### config.mk
export PLATFORM = sky130hd
export DESIGN_NAME = evt_irq_unit
export DESIGN_NICKNAME = d
export VERILOG_FILES = /design/src/rtl/evt_irq_unit.sv
export SDC_FILE = /design/constraint.sdc
export NUM_CORES = 1
export LEC_CHECK = 0
export BUFFER_PORTS_ARGS = -buffer_cell sky130_fd_sc_hd__buf_2
export CORE_MARGIN = 10
export CORE_UTILIZATION = 32
export DETAILED_ROUTE_END_ITERATION = 16
export GPL_TIMING_DRIVEN = 0
export PLACE_DENSITY = 0.76
export SYNTH_ARGS = -nofsm -noshare
export SYNTH_HDL_FRONTEND = slang
export SYNTH_SLANG_ARGS = --single-unit
### constraint.sdc
create_clock -name clk -period 1 [get_ports clk]
set_input_delay 0 -clock clk [delete_from_list [all_inputs] [get_ports clk]]
set_output_delay 0 -clock clk [all_outputs]
set_load 0.05 [all_outputs]
### src/rtl/evt_irq_unit.sv
module evt_irq_unit #(
  parameter int          DATA_W = 32,
  parameter int          ADDR_W = 3,
  parameter logic [15:0] HW_REV = 16'h0200
) (
  input  logic              clk,
  input  logic              rst_n,
  input  logic              wr_en,
  input  logic [ADDR_W-1:0] wr_addr,
  input  logic [DATA_W-1:0] wr_data,
  input  logic [ADDR_W-1:0] rd_addr,
  output logic [DATA_W-1:0] rd_data,
  input  logic              done_set,
  input  logic              health_fault_set,
  input  logic              cert_fault_set,
  input  logic              bus_err_set,
  input  logic              gen_in_reset,
  input  logic              src_en,
  input  logic              osc_en,
  input  logic              cert_chk_en,
  output logic              irq
);
  localparam logic [ADDR_W-1:0] A_EVCTL  = ADDR_W'(0);
  localparam logic [ADDR_W-1:0] A_EVSTAT = ADDR_W'(1);
  localparam logic [ADDR_W-1:0] A_TOP    = ADDR_W'(2);
  localparam logic [ADDR_W-1:0] A_MASK   = ADDR_W'(3);
  localparam logic [ADDR_W-1:0] A_UNMASK = ADDR_W'(4);
  localparam logic [ADDR_W-1:0] A_DOMASK = ADDR_W'(5);
  localparam bit OLD_REV = HW_REV < 16'h0200;

  logic [2:0] en_q, flg_q, en_d, flg_d, flg_set, flg_clr;
  logic       core_q, bus_q, core_d, bus_d;
  logic [1:0] mask_q, mask_d;
  logic       unused_hi;

  wire ctl_wr   = wr_en && (wr_addr == A_EVCTL);
  wire top_wr   = wr_en && (wr_addr == A_TOP);
  wire unm_wr   = wr_en && (wr_addr == A_UNMASK);
  wire dom_wr   = wr_en && (wr_addr == A_DOMASK);
  wire fault_ok = !gen_in_reset && src_en && osc_en;
  wire cert_ok  = fault_ok && (!OLD_REV || cert_chk_en);
  wire h_acc    = health_fault_set && fault_ok;
  wire c_acc    = cert_fault_set && cert_ok;
  wire reeval   = ctl_wr || done_set || h_acc || c_acc;

  assign unused_hi = ^wr_data[DATA_W-1:6];

  assign flg_set = {c_acc, h_acc, done_set};
  assign flg_clr = ctl_wr ? wr_data[5:3] : 3'b000;
  assign en_d    = ctl_wr ? wr_data[2:0] : en_q;
  assign flg_d   = flg_set | (flg_q & ~flg_clr);
  assign core_d  = reeval ? |(flg_d & en_d) : (core_q && !(top_wr && wr_data[0]));
  assign bus_d   = bus_err_set || (bus_q && !(top_wr && wr_data[1]));
  assign mask_d  = unm_wr ? (mask_q & ~wr_data[1:0])
                 : dom_wr ? (mask_q | wr_data[1:0]) : mask_q;

  always_ff @(posedge clk or negedge rst_n) begin
    if (!rst_n) begin
      en_q   <= '0;
      flg_q  <= '0;
      core_q <= 1'b0;
      bus_q  <= 1'b0;
      mask_q <= 2'b11;
    end else begin
      en_q   <= en_d;
      flg_q  <= flg_d;
      core_q <= core_d;
      bus_q  <= bus_d;
      mask_q <= mask_d;
    end
  end

  assign irq = |({bus_q, core_q} & ~mask_q);

  always_comb begin
    rd_data = '0;
    case (rd_addr)
      A_EVCTL:  rd_data[2:0] = en_q;
      A_EVSTAT: begin
        rd_data[0] = flg_q[0];
        rd_data[1] = flg_q[1];
        rd_data[3] = flg_q[2];
      end
      A_TOP:    rd_data[1:0] = {bus_q, core_q};
      A_MASK:   rd_data[1:0] = mask_q;
      default:  rd_data = '0;
    endcase
  end

  p_health_gate_r4: assert property (@(posedge clk) disable iff (!rst_n)
    ((gen_in_reset || !src_en || !osc_en) && !flg_q[1]) |=> !flg_q[1]);

  p_clear_done_r6: assert property (@(posedge clk) disable iff (!rst_n)
    (ctl_wr && wr_data[3] && !done_set) |=> !flg_q[0]);

  p_core_follow_r7: assert property (@(posedge clk) disable iff (!rst_n)
    ctl_wr |=> (core_q == |(flg_q & en_q)));

  p_mask_hold_r9: assert property (@(posedge clk) disable iff (!rst_n)
    !(unm_wr || dom_wr) |=> $stable(mask_q));

  p_masked_quiet_r10: assert property (@(posedge clk) disable iff (!rst_n)
    (mask_q == 2'b11) |-> !irq);

  p_bus_sticky_r8: assert property (@(posedge clk) disable iff (!rst_n)
    bus_err_set |=> bus_q);

  if (OLD_REV) begin : g_old_rev
    p_cert_chk_r5: assert property (@(posedge clk) disable iff (!rst_n)
      (!cert_chk_en && !flg_q[2]) |=> !flg_q[2]);
  end
endmodule

==> flow_metrics.env <==
export IMPL_status="finished, violations left"
export IMPL_violations="negative setup slack"
export IMPL_wl_met3_um=299
export IMPL_start_kind="flop"
export IMPL_fin_crit_ps=1420
export IMPL_grt_max_degree=11
export IMPL_end_kind="output port"
export IMPL_syn_area_per_cell_um2=10.1
export IMPL_cts_sinks=10
export IMPL_path_class="reg -> out"
export IMPL_clk_pin_slew_worst_paths_ps=80
export IMPL_clock_skew_ps=7.08
export IMPL_routedWlPerCell_um=13.0
export IMPL_grt_usage=0.0867
export IMPL_final_layout_size_suffix_gt1_frac=0.626
export IMPL_synth_edf_count=0
export IMPL_synthTopCellsByArea="buf_4 26%, dfrtp_1 24%, dfstp_2 6.4%, mux4_2 5.5%, mux2_2 4.1%"
export IMPL_n_antenna_cell=0
export IMPL_fp_coreArea_um2=2450
export IMPL_seq_area_frac_synth=0.307
export IMPL_syn_area_um2=822
export IMPL_peakVddDrop_uv=752
export IMPL_die_h_um=70.7
export IMPL_start_util=0.335
export IMPL_yosysUniqueCellTypes=29
export IMPL_ys_ff_latch=10
export IMPL_fill_cells=220
export IMPL_ctsLongestPathBuffers=2
export IMPL_clock_latency_ps=270
export IMPL_synth_top_flop_cell="dfrtp_1"
export IMPL_drc=0
export IMPL_post_dp_cell_area_um2=1140
export IMPL_rsz0062_at_grt="yes"
export IMPL_cts_made_buffers=3
export IMPL_area_growth_syn_to_layout_pct=59.7
export IMPL_drt_pass1_iterations=2
export IMPL_finalSetupTns_ps=-985
export IMPL_fin_ws_ps=-419
export IMPL_crit_required_ps=1000
export IMPL_hold_path_class="in -> reg"
export IMPL_cts_tree="yes"
export IMPL_die_width_um=70.7
export IMPL_dr_first_iter_drc_count=4
export IMPL_yosys_area_top_type_share=0.256
export IMPL_boundaryPins=82
export IMPL_drt_wl_total_um=2300
export IMPL_p_per_area_nw_per_um2=1390
export IMPL_regArea_um2=253
export IMPL_viasPerCell=4.01
export IMPL_yosysTopAreaCell="buf_4"
export IMPL_fin_crit_sh=1.42
export IMPL_vias=710
export IMPL_fin_nets=197
export IMPL_dieArea_um2=5000
export IMPL_syn_instance_count=81
export IMPL_num_rows=18
export IMPL_met2_length_um=1110
export IMPL_p_leak_nw=0.705
export IMPL_clockRootBuffer="clkbuf_4"
export IMPL_grt_ovfl_total=0
export IMPL_grt_pass1_wl_um=3620
export IMPL_cap_viol_max_count=0
export IMPL_finish_instance_area_um2=1310
export IMPL_critPathMaxFanout=3
export IMPL_multi_input_area_um2=517
export IMPL_ant_nets=0
export IMPL_final_cell_mix="33 x buf_4, 28 x conb_1, 21 x buf_2, 8 x dfrtp_1, 4 x buf_6"
export IMPL_final_common_cell="buf_4"
export IMPL_met1_length_um=872
export IMPL_async_flop_share=1.00
export IMPL_final_util=0.535
export IMPL_grt_pass1_vias=783
export IMPL_finalHoldViolCount=0
export IMPL_arrival_ps=1420
export IMPL_p_total_mw=1.83
export IMPL_fmax_mhz=705
export IMPL_dp_hpwl_um=1940
export IMPL_drv_slew=0
export IMPL_h_tree_depth=1
export IMPL_top_layer="met4"
export IMPL_antenna_found_initial=0
export IMPL_setup_viol=5
export IMPL_place_congestion=0.726
export IMPL_yosysWarningCount=0
export IMPL_io_buffers=26
## routing by layer
metal	vias up	track usage
li1	362	-
met1	309	0.0825
met2	35	0.151
met3	4	0.0586
met4	0	0.0194
met5	-	0
## logic make-up after synthesis
logic type	count (synthesis)	share of synthesized area
buf+inv	31	0.269
other cells	1	0.00456
simple gates	19	0.161
compound gates	13	0.125
mux	7	0.132
flops	10	0.307
## metrics by stage
stage          std cells  setup slack [ps]  hold WS, ps
2_1_floorplan        108              -102         -296
3_3_place_gp         164              -369         -136
3_5_place_dp         164              -448         -133
4_1_cts              177              -407         5.30
5_1_grt              177              -445         14.9
6_report             177              -419         3.68
## timing repair
action	in CTS	in global routing
resized for setup	11	7
endpoints found under the setup margin	8	7
setup buffers	6	0
hold endpoints to repair	12	0
hold buffers	3	0
pin swaps	1	1
## cell type report
type                       count  area share
tap                           30      0.0286
inverter                       3     0.00858
clock buffer                   4      0.0276
multi-input combinational     67       0.394
buffer                        28       0.160
timing repair buffer          35       0.189
sequential                    10       0.193
## final timing paths
path | start | to | slack, ps | cells past startpoint
hold reg to reg | en_q[0] | en_q[0] | 540 | 1
hold / removal | wr_data[2] | en_q[2] | 4 | 2
min in group asynchronous | rst_n | en_q[1] | 170 | 2
max in group asynchronous | rst_n | async pin | 580 | 2
setup reg to reg | en_q[1] | core_q | 20 | 3
setup / recovery | flop | rd_data[1] | -420 | 3
## worst max-delay path: stages, from the launching register on
cell	delay, ps
dfstp_2	390
mux4_2	470
nor2b_4	140
buf_8	150
## where the power goes
group	switching, mW	internal (mW)	total [mW]	leakage (nW)
combinational	0.520	0.389	0.909	0.576
clock	0.151	0.221	0.372	0.0210
sequential	0.0539	0.493	0.546	0.108
total	0.725	1.10	1.83	0.705
## cells in the mapped netlist, types with 2 or more instances
cell,count
dfrtp_1,8
buf_4,28
a21boi_0,2
nand2_1,4
dfstp_2,2
mux2_2,3
nor2b_1,3
nand4_1,2
mux4_2,2
o22ai_1,2
inv_1,3
a21o_1,2
or2_2,3
mux2_4,2
Power figures use the tool's default switching activity.
